$ cat src/rtl/hzc_pkg.sv
package hzc_pkg;

    parameter int REG_AW = 5;

    typedef logic [REG_AW-1:0] reg_idx_t;

    typedef enum logic [1:0] {
        FWD_NONE = 2'b00,
        FWD_EX   = 2'b01,
        FWD_MEM  = 2'b10
    } fwd_sel_e;

    typedef struct packed {
        logic     valid;
        reg_idx_t dst;
        logic     wen;
    } dest_tag_t;

    typedef struct packed {
        dest_tag_t d;
        logic      load;
        logic      branch;
    } ex_tag_t;

    localparam ex_tag_t   EX_BUBBLE  = '0;
    localparam dest_tag_t MEM_BUBBLE = '0;

    function automatic logic supplies(dest_tag_t t, reg_idx_t src);
        return t.valid && t.wen && (t.dst != '0) && (t.dst == src);
    endfunction

endpackage

$ cat src/rtl/hzc_tag_pipe.sv
module hzc_tag_pipe
    import hzc_pkg::*;
(
    input  logic      clk,
    input  logic      rst,
    input  ex_tag_t   id_tag,
    input  logic      advance,
    input  logic      stall_in,
    input  logic      flush_in,
    output ex_tag_t   ex_q,
    output dest_tag_t mem_q
);

    always_ff @(posedge clk) begin
        if (rst) begin
            ex_q  <= EX_BUBBLE;
            mem_q <= MEM_BUBBLE;
        end else begin
            mem_q <= ex_q.d;
            ex_q  <= advance ? id_tag : EX_BUBBLE;
        end
    end

    // A stalled cycle must leave a bubble in execute
    assert_bubble_after_stall_R6: assert property (@(posedge clk) disable iff (rst)
        stall_in |=> !ex_q.d.valid);

    // A squashed decode instruction must not reach execute
    assert_flush_blocks_entry_R9: assert property (@(posedge clk) disable iff (rst)
        flush_in |=> !ex_q.d.valid);

    // Memory stage follows execute one cycle later
    assert_mem_follows_ex_R2: assert property (@(posedge clk) disable iff (rst)
        ex_q.d.valid |=> mem_q.valid);

endmodule

$ cat src/rtl/hzc_fwd_unit.sv
module hzc_fwd_unit
    import hzc_pkg::*;
(
    input  logic      clk,
    input  logic      rst,
    input  logic      id_valid,
    input  reg_idx_t  src,
    input  dest_tag_t ex_d,
    input  logic      ex_load,
    input  dest_tag_t mem_d,
    output fwd_sel_e  sel,
    output logic      load_hit
);

    logic ex_hit;
    logic mem_hit;

    always_comb begin
        ex_hit   = supplies(ex_d, src);
        mem_hit  = supplies(mem_d, src);
        load_hit = id_valid && ex_hit && ex_load;
        if (!id_valid)
            sel = FWD_NONE;
        else if (ex_hit && !ex_load)
            sel = FWD_EX;
        else if (mem_hit)
            sel = FWD_MEM;
        else
            sel = FWD_NONE;
    end

    assert_zero_reg_never_fwd_R4: assert property (@(posedge clk) disable iff (rst)
        (src == '0) |-> (sel == FWD_NONE));

    assert_sel_legal_R1: assert property (@(posedge clk) disable iff (rst)
        $onehot0(sel));

    assert_load_not_fwd_from_ex_R5: assert property (@(posedge clk) disable iff (rst)
        load_hit |-> (sel != FWD_EX));

endmodule

$ cat src/rtl/hzc_stall_ctl.sv
module hzc_stall_ctl (
    input  logic clk,
    input  logic rst,
    input  logic id_valid,
    input  logic ex_valid,
    input  logic ex_branch,
    input  logic br_taken,
    input  logic load_use,
    output logic stall,
    output logic pc_rewind,
    output logic flush,
    output logic advance
);

    logic mispredict;

    always_comb begin
        // static prediction is not-taken, so any taken branch is a miss
        mispredict = ex_valid && ex_branch && br_taken;
        flush      = mispredict;
        stall      = load_use && !mispredict;
        pc_rewind  = stall;
        advance    = id_valid && !stall && !mispredict;
    end

    assert_flush_wins_R8: assert property (@(posedge clk) disable iff (rst)
        flush |-> (!stall && !pc_rewind));

    assert_single_bubble_R6: assert property (@(posedge clk) disable iff (rst)
        stall |=> !stall);

    assert_stall_holds_decode_R5: assert property (@(posedge clk) disable iff (rst)
        stall |-> !advance);

endmodule

$ cat src/rtl/hzc_top.sv
module hzc_top
    import hzc_pkg::*;
(
    input  logic              clk,
    input  logic              rst,
    input  logic              id_valid,
    input  logic [REG_AW-1:0] id_rs,
    input  logic [REG_AW-1:0] id_rt,
    input  logic [REG_AW-1:0] id_rd,
    input  logic              id_wen,
    input  logic              id_load,
    input  logic              id_branch,
    input  logic              ex_br_taken,
    output logic [1:0]        fwd_rs,
    output logic [1:0]        fwd_rt,
    output logic              stall,
    output logic              pc_rewind,
    output logic              flush
);

    localparam int NSRC = 2;

    ex_tag_t   id_tag;
    ex_tag_t   ex_q;
    dest_tag_t mem_q;
    reg_idx_t  srcs     [NSRC];
    fwd_sel_e  sels     [NSRC];
    logic [NSRC-1:0] load_hits;
    logic      advance;

    always_comb begin
        id_tag.d.valid = id_valid;
        id_tag.d.dst   = id_rd;
        id_tag.d.wen   = id_wen;
        id_tag.load    = id_load;
        id_tag.branch  = id_branch;
        srcs[0]        = id_rs;
        srcs[1]        = id_rt;
    end

    genvar g;
    generate
        for (g = 0; g < NSRC; g++) begin : g_src
            hzc_fwd_unit u_fwd (
                .clk      (clk),
                .rst      (rst),
                .id_valid (id_valid),
                .src      (srcs[g]),
                .ex_d     (ex_q.d),
                .ex_load  (ex_q.load),
                .mem_d    (mem_q),
                .sel      (sels[g]),
                .load_hit (load_hits[g])
            );
        end
    endgenerate

    hzc_stall_ctl u_ctl (
        .clk       (clk),
        .rst       (rst),
        .id_valid  (id_valid),
        .ex_valid  (ex_q.d.valid),
        .ex_branch (ex_q.branch),
        .br_taken  (ex_br_taken),
        .load_use  (|load_hits),
        .stall     (stall),
        .pc_rewind (pc_rewind),
        .flush     (flush),
        .advance   (advance)
    );

    hzc_tag_pipe u_pipe (
        .clk      (clk),
        .rst      (rst),
        .id_tag   (id_tag),
        .advance  (advance),
        .stall_in (stall),
        .flush_in (flush),
        .ex_q     (ex_q),
        .mem_q    (mem_q)
    );

    assign fwd_rs = sels[0];
    assign fwd_rt = sels[1];

endmodule

$ cat config.mk
export PLATFORM = sky130hd
export DESIGN_NAME = hzc_top
export DESIGN_NICKNAME = d
export VERILOG_FILES = /design/src/rtl/hzc_pkg.sv /design/src/rtl/hzc_tag_pipe.sv /design/src/rtl/hzc_fwd_unit.sv /design/src/rtl/hzc_stall_ctl.sv /design/src/rtl/hzc_top.sv
export SDC_FILE = /design/constraint.sdc
export NUM_CORES = 1
export LEC_CHECK = 0
export BUFFER_PORTS_ARGS = -buffer_cell sky130_fd_sc_hd__clkbuf_2
export CORE_ASPECT_RATIO = 1.25
export CORE_MARGIN = 2
export CORE_UTILIZATION = 47
export CTS_CLUSTER_DIAMETER = 80
export DETAILED_ROUTE_END_ITERATION = 6
export HOLD_SLACK_MARGIN = 0.02
export PLACE_DENSITY_LB_ADDON = 0.05
export SLEW_MARGIN = 20
export SYNTH_ARGS = -nofsm -noshare
export SYNTH_HDL_FRONTEND = slang
export SYNTH_SLANG_ARGS = --single-unit
$ cat constraint.sdc
create_clock -name clk -period 2.4 [get_ports clk]
set_clock_uncertainty 0.2 [all_clocks]
set_input_delay 0.48 -clock clk [delete_from_list [all_inputs] [get_ports clk]]
set_output_delay 0.48 -clock clk [all_outputs]
set_load 0.02 [all_outputs]
# After elaboration in Yosys (flattened, before gate mapping)
# Index checks and enable logic that the tools add are counted.
[op_classes] n_eq_ne=4 mux=6 n_bitwise=1 reduce_logical=26
[ops] operator="$eq 5x5->1" count=4
[ops] operator="$logic_and 1x1->1" count=19
[ops] operator="$mux 2" count=6
[ops] operator="$reduce_bool 5->1" count=2
[ops] operator="$reduce_or 2->1" count=2
[ops] operator="$logic_not 1->1" count=3
[ops] operator="$not 1->1" count=1
[totals] register_bits=16 input_bits=22 output_inout_bits=7

# Longest topological paths before layout
[logic_depth] depth_word=12 ltp_mapped=5 ltp_nobuf=5

# Hierarchy
# Synthesis repeated with hierarchy kept, for this count alone.
[hier_totals] hier_cells=92 area_unflattened_um2=860.8
[by_module_without_submodules] mod="hzc_tag_pipe" n_inst=1 cells_per_inst=33 area_per_inst_um2=454.2 seq_area_each_um2=320.3
[by_module_without_submodules] mod="hzc_fwd_unit" n_inst=2 cells_per_inst=27 area_per_inst_um2=181.4 seq_area_each_um2=0.0
[by_module_without_submodules] mod="hzc_stall_ctl" n_inst=1 cells_per_inst=4 area_per_inst_um2=37.5 seq_area_each_um2=0.0
[by_module_without_submodules] mod="hzc_top" n_inst=1 cells_per_inst=1 area_per_inst_um2=6.3 seq_area_each_um2=0.0

# Least setup slack after synthesis
# Ideal clock, no wire load.
[synth_timing] kind="input to output" startpoint="input ex_br_taken" endpoint="output stall" arrival_ns=1.590 required_time_ns=1.720 setup_slack_ns=0.130 path_stages=4 path_cell_list="and3_1 -> nor2b_1 -> o2111a_2 -> buf_4"
[synth_via] elab_chain_len=3
[synth_lines] item="from (decl)" line="hzc_top.sv:13" rtl="input logic ex_br_taken,"
[synth_lines] item="$logic_and 1x1->1" line="hzc_stall_ctl.sv:19" rtl="mispredict = ex_valid && ex_branch && br_taken;"
[synth_lines] item="$logic_not 1->1" line="hzc_stall_ctl.sv:21" rtl="stall = load_use && !mispredict;"
[synth_lines] item="$logic_and 1x1->1" line="hzc_stall_ctl.sv:21"
[synth_lines] item="to (decl)" line="hzc_top.sv:16" rtl="output logic stall,"
# Every way passes these cells.

# Worst setup path after layout
[layout_timing] startpoint="register, netlist name u_pipe.ex_q[7]" endpoint="output fwd_rt[0]"
[layout_via] elab_chain_len=6
[layout_lines] item="$reduce_bool 5->1" line="hzc_pkg.sv:29" rtl="return t.valid && t.wen && (t.dst != '0) && (t.dst == src);"
[layout_lines] item="$logic_and 1x1->1" line="hzc_pkg.sv:29"
[layout_lines] item="$logic_and 1x1->1 *" line="hzc_pkg.sv:29"
[layout_lines] item="$logic_and 1x1->1 *" line="hzc_fwd_unit.sv:24" rtl="else if (ex_hit && !ex_load)"
[layout_lines] item="$mux 2 *" line="hzc_fwd_unit.sv:24"
[layout_lines] item="$mux 2 *" line="hzc_fwd_unit.sv:22" rtl="if (!id_valid)"
[layout_lines] item="to (decl)" line="hzc_top.sv:15" rtl="output logic [1:0] fwd_rt,"
# Every way passes the cells marked *; elsewhere a longest branch is shown, timed or not.

==> results.tsv <==
metric	value	unit
hold buffers post-CTS	0	
Post-Synthesis Cells	74	
largest family of logic cells by synthesized area	simple AND/OR/NAND/NOR gates	
wire per inst	12.97	um
Post-DP Area	969.7	sq um
Die Width	40.63	um
Hold Worst Slack	272.3	ps
leading cell type in the layout, fill and taps excluded	clkbuf_2	
Final #Nets	134	
Setup WS pre-CTS	52.51	ps
Die H	49.79	um
critical path type	flop to output pin	
Crit. End Element	output pin	
Seq/Total Area, Yosys	40.63	%
Max Cap Violations	0	
diodes inserted	0	
status	finished with violations	
Multi-input gate area	523.0	sq um
initial antenna violation count	0	
Data required, critical path	1720	ps
Max clock buf depth	2	
number of global-route vias before repair	641	
fraction of the mapped netlist area in compound gates	5.238	%
Worst VDD drop	0.3863	mV
Via density	5.233	
Antenna Violating Nets Remaining	0	
Setup crit start kind	flop	
Post-Route WL	1673	um
simple-gate portion of the synthesized area	30.48	%
HP Class	flop to flop	
detailed placer's ending HPWL	1267	um
final worst slack	-69.68	ps
area leader, netlist	dfxtp_1	
setup TNS	-209.6	ps
pwr dens	473.7	mW/mm^2
clk_lat worst skew	280	ps
area of the core	0.001562	sq mm
RSZ-0062 raised after global routing	true	
fraction of layout cells with a size suffix above 1	58.56	%
relative slew slack	82.36	%
Yosys warning total	0	
first-pass GRT wire length	2573	um
Port-buffer cells	28	
TritonCTS Sinks	16	
CTS root buf	clkbuf_4	
Num CTS Buffers	3	
Syn Area/Cell	10.65	sq um
share of the synthesized area in the top cell type	40.63	%
drt first pass iters	2	
Area Overhead vs Synth	44.13	%
Post-Synth XOR/XNOR Area	22.22	%
CTS tree	yes	
synth top area cells	dfxtp_1 41%, and4bb_2 13%, xnor2_1 12%	
most frequent cells in the layout	22 x clkbuf_2, 10 x xnor2_1, 10 x buf_4, 9 x xor2_1, 9 x dfxtp_1	
crit share post-route	102.9	%
Layout fillers	128	
Top Ports	29	
row count	16	
violations in the final reports	setup timing	
synthesized flop and latch total	16	
Synth Area in Adders	0	%
H-tree depth	1	
critical path peak fanout	4	
Synth cell types	18	
Netlist Area Pre-Place	788.3	sq um
Initial DRC Count	1	
gpl congestion	0.7164	
Vias	675	
arrival time worst endpoint	1790	ps
LEAKAGE	0.4914	nW
largest net degree at the start of global routing	17	
Worst-Margin Slew	264.6	ps
PnR Total Power	538.2	uW
Final Hold Fails	0	
Max Clk Rate	404.9	MHz
# setup viols final	4	
post-synthesis mux area share	0	%
DIE AREA	0.002023	sq mm
clk slew on worst S/H paths	90	ps
Initial Utilization	50.48	%
register area	331.6	sq um
DRC viols	0	
minimum clock period	2470	ps
final instance area	0.001136	sq mm
pins over their slew limit	0	
Net Count, Synth	96	
Total GRT Usage	18.76	%
GRT Residual Overflow	0	
[worst paths after layout]
kind                                 to                 startpoint  slack [ps]  cells after the start
max                           fwd_rt[0]  u_pipe.ex_q[7]$_SDFF_PP0_         -70                      5
min          u_pipe.mem_q[0]$_SDFF_PP0_  u_pipe.ex_q[2]$_SDFF_PP0_         270                      1
max reg2reg   u_pipe.ex_q[5]$_SDFF_PP0_  u_pipe.ex_q[7]$_SDFF_PP0_         470                      5
min reg2reg  u_pipe.mem_q[0]$_SDFF_PP0_  u_pipe.ex_q[2]$_SDFF_PP0_         270                      1
[metal layers]
layer | track usage [%] | part of all wire [%] | vias to the layer above
met4 | 10.56 | 1.7 | 0
li1 | - | - | 341
met1 | 20.63 | 39 | 311
met3 | 3.604 | 4.7 | 4
met2 | 31.22 | 55 | 19
met5 | 0 | 0 | -
[synth_stat cells, drive strengths merged]
cell	instances
dfxtp	16
xor2	9
o2111a	1
clkbuf	1
nand3	4
nor4	1
o2111ai	1
and4bb	8
or4	2
buf	1
nor2b	9
a21oi	2
nor3b	1
xnor2	11
or3	1
o311a	1
nor3	2
and3	3
[worst max-delay path, cell delays in order (launching register included)]
cell,delay [ps]
dfxtp_4,370
or3_1,370
o311a_1,320
nor2b_4,150
and3_4,180
buf_8,120
[layout make-up]
type                       count  share of cell area, %
tap                           18                  1.982
sequential                    16                  29.19
clock buffer                   4                  3.194
multi-input combinational     56                  46.04
timing repair buffer          35                  19.60
[registers in the layout, summed over array words and instances, names as in the netlist]
register,count
u_pipe.mem_q,7
u_pipe.ex_q,9
[power by group]
group          switching, mW  internal, mW  leakage, nW
Sequential            0.0105         0.275        0.134
Clock                 0.0821        0.0923       0.0210
Combinational         0.0332        0.0449        0.336
[per-stage QoR]
step / instances / utilization (%)
finish: 129 / 72.76
global route: 129 / 72.76
global placement: 122 / 62.10
detailed placement: 122 / 62.10
CTS: 126 / 68.11
floorplan: 74 / -
[kinds of logic after synthesis]
group,after synthesis
XOR/XNOR,20
AO/OA/AOI/OAI,5
AND/OR/NAND/NOR,31
buffers and inverters,2
flip-flops,16
[what timing repair did]
action,CTS,global route
resized for setup,17,18
pin swaps,1,3
buffers inserted,0,3
setup endpoints to repair,6,6
Power figures use the tool's default switching activity.
